==> config.mk <==
export PLATFORM = sky130hd
export DESIGN_NAME = adc_sreg_master
export DESIGN_NICKNAME = d
export VERILOG_FILES = /design/src/rtl/adc_sreg_pkg.sv /design/src/rtl/adc_phase_timer.sv /design/src/rtl/adc_shift_ctrl.sv /design/src/rtl/adc_rx_lane.sv /design/src/rtl/adc_sreg_master.sv
export SDC_FILE = /design/constraint.sdc
export NUM_CORES = 1
export LEC_CHECK = 0
export CORE_MARGIN = 2
export CORE_UTILIZATION = 35
export CTS_BUF_LIST = sky130_fd_sc_hd__clkbuf_4
export DETAILED_ROUTE_END_ITERATION = 10
export PLACE_DENSITY_LB_ADDON = 0.05
export SYNTH_ARGS = -nofsm -noshare
export SYNTH_HDL_FRONTEND = slang
export SYNTH_SLANG_ARGS = --single-unit
==> constraint.sdc <==
create_clock -name clk -period 4.2 [get_ports clk]
set_input_delay 0.42 -clock clk [delete_from_list [all_inputs] [get_ports clk]]
set_output_delay 0.42 -clock clk [all_outputs]
set_load 0.005 [all_outputs]
==> src/rtl/adc_sreg_pkg.sv <==
package adc_sreg_pkg;

    localparam int REG_W     = 32;
    localparam int NUM_CH    = 4;
    localparam int BYTE_W    = 8;
    localparam int MAX_BYTES = REG_W / BYTE_W;
    localparam int FRAME_W   = REG_W + BYTE_W;
    localparam int BIT_CNT_W = $clog2(FRAME_W + 1);
    localparam int SEL_W     = $clog2(NUM_CH);

    localparam logic [3:0] REG_DATA = 4'h0;
    localparam logic [3:0] REG_CMD  = 4'h4;
    localparam logic [3:0] REG_OFFS = 4'h8;
    localparam logic [3:0] REG_GAIN = 4'hC;

    typedef enum logic [1:0] {
        PH_IDLE,
        PH_HIGH,
        PH_LOW
    } phase_e;

    typedef struct packed {
        logic       rd;
        logic [1:0] nb_m1;
        logic [3:0] addr;
    } req_t;

    typedef struct packed {
        logic             all;
        logic [SEL_W-1:0] sel;
    } cap_t;

    function automatic logic [BYTE_W-1:0] pack_instr(req_t r);
        return {r.rd, r.nb_m1, 1'b0, r.addr};
    endfunction

    // Instruction then data, left-aligned so the frame shifts out from its top bit.
    function automatic logic [FRAME_W-1:0] build_frame(req_t r, logic [REG_W-1:0] d);
        logic [REG_W-1:0] aligned;
        aligned = d << (BYTE_W * (MAX_BYTES - 1 - int'(r.nb_m1)));
        if (r.rd) aligned = '0;
        return {pack_instr(r), aligned};
    endfunction

    function automatic logic [BIT_CNT_W-1:0] frame_bits(req_t r);
        return BIT_CNT_W'(BYTE_W * (int'(r.nb_m1) + 2));
    endfunction

endpackage

==> src/rtl/adc_phase_timer.sv <==
module adc_phase_timer #(
    parameter int DIV_W     = 8,
    parameter int MIN_PHASE = 2
) (
    input  logic             clk,
    input  logic             rst,
    input  logic             load,
    input  logic [DIV_W-1:0] div_in,
    input  logic             run,
    output logic             phase_end
);
    localparam logic [DIV_W-1:0] FLOOR = DIV_W'(MIN_PHASE);

    logic [DIV_W-1:0] per_q;
    logic [DIV_W-1:0] cnt_q;

    assign phase_end = run && (cnt_q == per_q - 1'b1);

    always_ff @(posedge clk) begin
        if (rst) begin
            per_q <= FLOOR;
            cnt_q <= '0;
        end else if (load) begin
            per_q <= (div_in < FLOOR) ? FLOOR : div_in;
            cnt_q <= '0;
        end else if (run && !phase_end) begin
            cnt_q <= cnt_q + 1'b1;
        end else begin
            cnt_q <= '0;
        end
    end

endmodule

==> src/rtl/adc_shift_ctrl.sv <==
module adc_shift_ctrl
    import adc_sreg_pkg::*;
(
    input  logic             clk,
    input  logic             rst,
    input  logic             accept,
    input  req_t             req_in,
    input  logic [REG_W-1:0] wr_data,
    input  logic             halt_mode,
    input  logic             phase_end,
    output logic             busy,
    output logic             sclk_o,
    output logic             sdi_o,
    output logic             sample_en,
    output logic             done
);
    phase_e               st_q;
    logic [FRAME_W-1:0]   frame_q;
    logic [BIT_CNT_W-1:0] bit_q;
    logic [BIT_CNT_W-1:0] total_q;
    logic                 rd_q;
    logic                 done_q;

    assign busy      = (st_q != PH_IDLE);
    assign sclk_o    = (st_q == PH_HIGH);
    assign sdi_o     = busy && frame_q[FRAME_W-1];
    assign done      = done_q;
    assign sample_en = (st_q == PH_HIGH) && phase_end && halt_mode && rd_q
                       && (bit_q >= BIT_CNT_W'(BYTE_W));

    always_ff @(posedge clk) begin
        if (rst) begin
            st_q    <= PH_IDLE;
            frame_q <= '0;
            bit_q   <= '0;
            total_q <= '0;
            rd_q    <= 1'b0;
            done_q  <= 1'b0;
        end else begin
            done_q <= 1'b0;
            case (st_q)
                PH_IDLE: begin
                    if (accept) begin
                        st_q    <= PH_HIGH;
                        frame_q <= build_frame(req_in, wr_data);
                        bit_q   <= '0;
                        total_q <= frame_bits(req_in);
                        rd_q    <= req_in.rd;
                    end
                end
                PH_HIGH: begin
                    if (!halt_mode)     st_q <= PH_IDLE;
                    else if (phase_end) st_q <= PH_LOW;
                end
                PH_LOW: begin
                    if (!halt_mode) begin
                        st_q <= PH_IDLE;
                    end else if (phase_end) begin
                        if (bit_q == total_q - 1'b1) begin
                            st_q    <= PH_IDLE;
                            done_q  <= 1'b1;
                            frame_q <= '0;
                        end else begin
                            st_q    <= PH_HIGH;
                            bit_q   <= bit_q + 1'b1;
                            frame_q <= frame_q << 1;
                        end
                    end
                end
                default: st_q <= PH_IDLE;
            endcase
        end
    end

    AST_SDI_HELD_LOW: assert property (@(posedge clk) disable iff (rst)
        (st_q == PH_LOW) |-> $stable(sdi_o));

    AST_HIGH_PHASE_MIN: assert property (@(posedge clk) disable iff (rst)
        (st_q == PH_LOW && $past(st_q) == PH_HIGH) |-> ($past(st_q, 2) == PH_HIGH));

    AST_DONE_SINGLE: assert property (@(posedge clk) disable iff (rst)
        done_q |=> !done_q);

endmodule

==> src/rtl/adc_rx_lane.sv <==
module adc_rx_lane
    import adc_sreg_pkg::*;
(
    input  logic             clk,
    input  logic             rst,
    input  logic             clear,
    input  logic             shift,
    input  logic             bit_in,
    output logic [REG_W-1:0] word
);
    always_ff @(posedge clk) begin
        if (rst || clear) word <= '0;
        else if (shift)   word <= {word[REG_W-2:0], bit_in};
    end

endmodule

==> src/rtl/adc_sreg_master.sv <==
module adc_sreg_master
    import adc_sreg_pkg::*;
#(
    parameter int DIV_W     = 8,
    parameter int MIN_PHASE = 2
) (
    input  logic                    clk,
    input  logic                    rst,
    input  logic                    start,
    input  logic                    rd_nwr,
    input  logic [1:0]              nbytes_m1,
    input  logic [3:0]              reg_addr,
    input  logic [31:0]             wr_data,
    input  logic                    cap_all,
    input  logic [1:0]              cap_sel,
    input  logic                    halt_mode,
    input  logic [DIV_W-1:0]        clk_div,
    input  logic                    seq_sclk,
    input  logic                    seq_sdi,
    input  logic [3:0]              sdo,
    output logic                    sclk,
    output logic                    sdi,
    output logic                    busy,
    output logic                    done,
    output logic                    mode_err,
    output logic [127:0]            rd_data
);
    req_t req;
    cap_t cap_q;
    logic accept;
    logic phase_end;
    logic sample_en;
    logic sclk_int;
    logic sdi_int;
    logic err_q;

    assign req      = '{rd: rd_nwr, nb_m1: nbytes_m1, addr: reg_addr};
    assign accept   = start && !busy && halt_mode;
    assign mode_err = err_q;
    assign sclk     = halt_mode ? sclk_int : seq_sclk;
    assign sdi      = halt_mode ? sdi_int  : seq_sdi;

    always_ff @(posedge clk) begin
        if (rst) begin
            cap_q <= '0;
            err_q <= 1'b0;
        end else begin
            err_q <= start && !busy && !halt_mode;
            if (accept) cap_q <= '{all: cap_all, sel: cap_sel};
        end
    end

    adc_phase_timer #(.DIV_W(DIV_W), .MIN_PHASE(MIN_PHASE)) u_timer (
        .clk       (clk),
        .rst       (rst),
        .load      (accept),
        .div_in    (clk_div),
        .run       (busy),
        .phase_end (phase_end)
    );

    adc_shift_ctrl u_ctrl (
        .clk       (clk),
        .rst       (rst),
        .accept    (accept),
        .req_in    (req),
        .wr_data   (wr_data),
        .halt_mode (halt_mode),
        .phase_end (phase_end),
        .busy      (busy),
        .sclk_o    (sclk_int),
        .sdi_o     (sdi_int),
        .sample_en (sample_en),
        .done      (done)
    );

    for (genvar g = 0; g < NUM_CH; g++) begin : g_lane
        logic lane_en;
        assign lane_en = sample_en && (cap_q.all || cap_q.sel == SEL_W'(g));
        adc_rx_lane u_lane (
            .clk    (clk),
            .rst    (rst),
            .clear  (accept && rd_nwr),
            .shift  (lane_en),
            .bit_in (sdo[g]),
            .word   (rd_data[g*REG_W +: REG_W])
        );
    end

    AST_IDLE_PINS_LOW: assert property (@(posedge clk) disable iff (rst)
        (halt_mode && !busy) |-> (!sclk && !sdi));

    AST_REFUSED_NO_BUSY: assert property (@(posedge clk) disable iff (rst)
        mode_err |-> !busy);

    AST_ERR_SINGLE: assert property (@(posedge clk) disable iff (rst)
        (mode_err && !$past(start)) |-> 1'b0 );

endmodule

### Word-level counts from Yosys, hierarchy flattened

Index checks and enable logic that the tools add are counted.

* add/subtract/negate cells: 6
* multiply operators: 0
* div/mod/pow operators: 0
* magnitude comparators: 2
* eq/ne operators: 13
* shifts and indexed selects: 1
* mux-type cells: 22
* bitwise gates (word level): 4
* reduce and logical (&&, ||, !) cells: 33

Operator list (count)
* 2-to-1 mux 40 bit: 4
* case mux 40 bit (2 select lines): 1
* 2-to-1 mux 32 bit: 1
* << shifter 32 x 32 -> 32 bit: 1
* 2-to-1 mux 6 bit: 4
* logical AND 1 bit: 15
* case mux 6 bit (2 select lines): 1
* 2-to-1 mux 2 bit: 5
* adder 8 x 1 -> 8 bit (second input constant): 1
* equality test 8 bit: 1
* < comparator 8 x 2 -> 1 bit (second input constant): 1
* 2-to-1 mux 8 bit: 1
* subtractor 8 x 1 -> 8 bit (second input constant): 1
* adder 6 x 1 -> 6 bit (second input constant): 1
* equality test 2 bit (second input constant): 3
* equality test 6 bit: 1
* >= comparator 6 x 4 -> 1 bit (second input constant): 1
* inequality test 2 bit (second input constant): 3
* inequality test 3 x 2 -> 1 bit (second input constant): 2
* case mux 2 bit (3 select lines): 1
* subtractor 6 x 1 -> 6 bit (second input constant): 1
* logical OR 1 bit: 5
* AND reduction 5 bit: 1
* equality test 2 x 1 -> 1 bit (second input constant): 2
* 13 further kinds: 23

* flip-flop bits (word level): 201
* bits in latches: 0
* RAM bits: 0
* memory bits (read-only): 0
* input port bits: 60
* output and inout bits: 133
* memories: 0

### Depth between registers and ports, before layout

* depth in word-level cells: 8
* depth in mapped cells: 11
* mapped depth without buffers: 8

### Modules after synthesis

From an unflattened synthesis, not the netlist that was laid out.

* cell total of the unflattened synthesis: 906
* area total of the unflattened synthesis: 8663.3 um^2

By module, submodules not included
* adc_rx_lane: times used 4, cells each 105, area each 1156.1 um^2, sequential area each 640.6 um^2
* adc_shift_ctrl: times used 1, cells each 348, area each 2841.5 um^2, sequential area each 1061.0 um^2
* adc_phase_timer: times used 1, cells each 111, area each 940.9 um^2, sequential area each 320.3 um^2
* adc_sreg_master: times used 1, cells each 27, area each 256.5 um^2, sequential area each 80.1 um^2

### Worst setup path before layout

Ideal clock, no wire load.

* path kind: flip-flop to flip-flop
* start: register u_timer.per_q[0]
* end: register u_ctrl.frame_q[35]
* setup time: 0.121 ns
* arrival: 2.424 ns
* required time: 4.079 ns
* slack: 1.656 ns
* cell stages (with the launch flop): 10
* clock period less this slack: 2.544 ns
* cells stage by stage: dfxtp_1 -> inv_1 -> ha_1 -> xor2_1 -> nand2_1 -> a2111oi_4 -> o2111ai_2 -> nand2_1 -> buf_2 -> mux2_2

* longest elaborated chain between the ends: 5

Ends and longest elaborated chain
* start: declaration: RTL line adc_phase_timer.sv:14 `logic [DIV_W-1:0] per_q;`
* start signal: assignment: RTL line adc_phase_timer.sv:24 `per_q <= (div_in < FLOOR) ? FLOOR : div_in;`
* subtractor 8 x 1 -> 8 bit: RTL line adc_phase_timer.sv:17 `assign phase_end = run && (cnt_q == per_q - 1'b1);`
* equality test 8 bit: RTL line adc_phase_timer.sv:17
* logical AND 1 bit: RTL line adc_phase_timer.sv:17
* inequality test 2 x 1 -> 1 bit (no line)
* AND reduction 4 bit (no line)
* end signal: assignment: RTL line adc_shift_ctrl.sv:45 `frame_q <= build_frame(req_in, wr_data);`
* end signal: assignment: RTL line adc_shift_ctrl.sv:66 `frame_q <= frame_q << 1;`
* end: declaration: RTL line adc_shift_ctrl.sv:18 `logic [FRAME_W-1:0] frame_q;`

No other way between the ends.
A chain may end at the register's enable or synchronous reset.

### Worst setup path after layout

* start: register u_timer.per_q[2]
* end: register u_ctrl.frame_q[35]

The elaborated chain is that of the path after synthesis.

==> results.yml <==
outcome:
  outcome: "finished clean"
logic_synthesis:
  synthArstFlopShare_pct: 0
  yosys_register_bits: 201
  synth_edf_count: 0
  avgSynthCellArea_um2: 9.71
  syn_inst: 892
  synth_nets: 957
  yosysTopAreaCell: "dfxtp_1"
  ys_seq_area_share_pct: 46.5
  synth_area_leaders: "dfxtp_1 46%, mux2i_1 16%, nor2_1 6.5%"
  ys.flop_type: "dfxtp_1"
  ys_types: 49
  syn_area_mm2: 0.00866
  yosysMostFrequentCell: "dfxtp_1"
  yosys_warnings: 0
  synth_commonest_cells: "201 x dfxtp_1, 149 x nor2_1, 137 x mux2i_1"
  synth_top_cell_area_share_pct: 46.5
routing:
  dr.pass1.iters: 4
  wl_met2_um: 10200
  viasPerCell: 4.89
  route.detailed.drc: 0
  wl_um: 22500
  drt_iter0_markers: 343
  antenna_left: 0
  met1_length_um: 10500
  highest_layer: "met5"
  vias: 7107
  routedWlPerCell_um: 15.5
  met3_wirelength_um: 1350
power:
  vdd_drop_max_uv: 193
  switching_power_uw: 1010
  p_comb_share_pct: 8.0
  power_frac_clock_pct: 43.9
  internal-power_uw: 3080
  leakagePower_uw: 0.00507
  swShare_pct: 24.6
  seqPwrFrac_pct: 48.1
  power_density_mw_per_mm2: 354
grt:
  grt_overflow: 0
  grt_max_degree: 81
  grt_usage_pct: 16.9
  antenna_found_initial: 2
  grt_pass1_vias: 6931
  grt_pass1_wl_um: 36200
clock_tree:
  post_cts_buffers: 0
  h-tree-depth: 2
  cts_made_buffers: 56
  cts_tree: "done"
  cts_hold_buf: 0
  post_cts_resized: 0
  clock-root-buffer: "clkbuf_4"
  clk_latency_ps: 660
  clock_sinks: 201
  clk_pin_slew_worst_paths_ps: 60
  cts.path.max_buffers: 3
placement:
  dpl.hpwl_um: 14700
  placed_area_mm2: 0.0108
  dp_slack_ps: 1220
  portBuffers: 192
  place_congestion: 0.783
timing:
  slew_viol_final: 0
  finalClockSkew_ps: 39.2
  tightest_slew_ps: 997
  min_period_ps: 2970
  final.setup.tns_ps: 0
  hold_viol: 0
  setup_slack_ps: 1230
  max_freq_mhz: 337
  post-route-period-util_pct: 70.7
  maxSlewHeadroom_pct: 33.4
  setup_violations: 0
  rsz0062_at_grt: "false"
final_layout:
  final_util_pct: 47.5
  stdcell_area_mm2: 0.0115
  final_layout_size_suffix_gt1_share_pct: 12.8
  area_growth_pct: 33.3
  fillerInstances: 2416
  nNetsFinal: 1154
floorplan:
  dieArea_mm2: 0.0260
  initial_core_util_pct: 35.6
  fp.dieW_um: 161
  fp.dieH_um: 161
  io-pin-count: 193
  design.core.area_mm2: 0.0243
  std_cell_rows: 57
worst_setup_path:
  cp.required_ps: 4740
  r2r_cells: 8
  cp-start-kind: "flip-flop"
  arrival_ps: 3510
  cp-endpoint: "u_ctrl.frame_q[35]$_SDFFE_PP0P_"
  startpoint: "u_timer.per_q[2]$_SDFFE_PP0P_"
  endpoint_kind: "flip-flop"
  crit_fanout: 41
  r2r_end: "u_ctrl.frame_q[35]$_SDFFE_PP0P_"
  r2r-start: "u_timer.per_q[2]$_SDFFE_PP0P_"
  r2r_slack_ps: 1230
  criticalPathCategory: "reg -> reg"
min_path:
  hold_class: "in -> reg"
run:
  drv_cap: 0
## per-layer routing
layer  GRT usage (%)  up-vias
li1                -     3584
met1            21.8     3304
met2            27.2      167
met3            4.70       50
met4            5.72        2
met5               0        -
## power groups by stage
stage,sequential (µW),combinational (µW),clock (µW)
global placement,2010,332,0
finish,1970,329,1800
global route,1970,362,1980
detailed placement,2010,331,0
floorplan,2000,213,0
CTS,1970,332,1890
## placed cells by master (no fill, tap or decap), types with 3 or more instances in the layout
master,instances
and3_1,5
o2111ai_4,4
nor3b_1,39
mux2i_1,137
and2_1,3
clkdlybuf4s50_1,191
o211a_1,3
nor2_2,8
a22oi_1,37
xor2_1,9
mux2_2,18
dfxtp_1,201
nor2b_1,4
nor2_1,149
a211oi_1,36
xnor2_1,6
nor3_1,8
clkbuf_4,87
a21oi_1,36
ha_1,5
nand2b_1,6
o21ai_0,4
clkinv_1,7
buf_4,15
o31ai_1,3
nand3_1,9
a22o_1,8
inv_1,17
nand2_1,39
## worst max-delay path, cell delays in order, from the launching register on
cell and delay, ps:
dfxtp_1 380, or3_4 430, o21ai_0 360, o211a_1 520
o2111ai_2 140, buf_4 280, nand2_1 140, buf_4 240
mux2_2 350
## metrics by stage
| step | total power [µW] | hold slack (ps) | instances |
|---|---|---|---|
| floorplan | 2220 | 437 | 892 |
| global placement | 2340 | 447 | 1355 |
| detailed placement | 2340 | 453 | 1355 |
| CTS | 4190 | 191 | 1451 |
| global route | 4310 | 220 | 1453 |
| finish | 4090 | 235 | 1453 |
## area by class of cell
type                            instances  area (µm²)  area share (%)
Antenna cell                            2        5.00          0.0433
Clock buffer                           87         653            5.65
Clock inverter                          9        65.1           0.563
Inverter                               17        63.8           0.552
Multi-Input combinational cell        605        4280            37.1
Sequential cell                       201        4020            34.8
Tap cell                              324         405            3.51
Timing Repair Buffer                  208        2050            17.7
## how the worst min path moves through the flow
stage,from,to,slack [ps],cells after the start
after global routing,rst,u_ctrl.frame_q[0]$_SDFFE_PP0P_,220,2
after global placement,u_ctrl.rd_q$_SDFFE_PP0P_,u_ctrl.rd_q$_SDFFE_PP0P_,450,2
final,rst,u_ctrl.frame_q[0]$_SDFFE_PP0P_,240,2
after detailed placement,u_ctrl.rd_q$_SDFFE_PP0P_,u_ctrl.rd_q$_SDFFE_PP0P_,450,2
after floorplan,u_ctrl.rd_q$_SDFFE_PP0P_,u_ctrl.rd_q$_SDFFE_PP0P_,440,2
after CTS,rst,u_ctrl.frame_q[0]$_SDFFE_PP0P_,190,2
## flip-flops by register name, summed over array words and instances, names as in the netlist
| name | flops |
|---|---|
| u_ctrl.total_q | 3 |
| u_ctrl.bit_q | 6 |
| u_ctrl.done | 1 |
| u_ctrl.frame_q | 40 |
| u_timer.per_q | 8 |
| cap_q | 3 |
| u_ctrl.st_q | 2 |
| g_lane.u_lane.word | 128 |
| u_timer.cnt_q | 8 |
| u_ctrl.rd_q | 1 |
| mode_err | 1 |
## cells by family (layout without fill, tap and decap cells)
group	after synthesis	after routing	synth area share (%)
compound gates	145	145	12.5
xor+xnor	16	16	1.78
fa+ha+maj	5	5	0.722
buf+inv	86	321	4.71
flops	201	201	46.5
mux	155	155	18.2
other cells	0	2	0
simple gates	284	284	15.6
No activity file was read; power rests on OpenSTA's default activity.
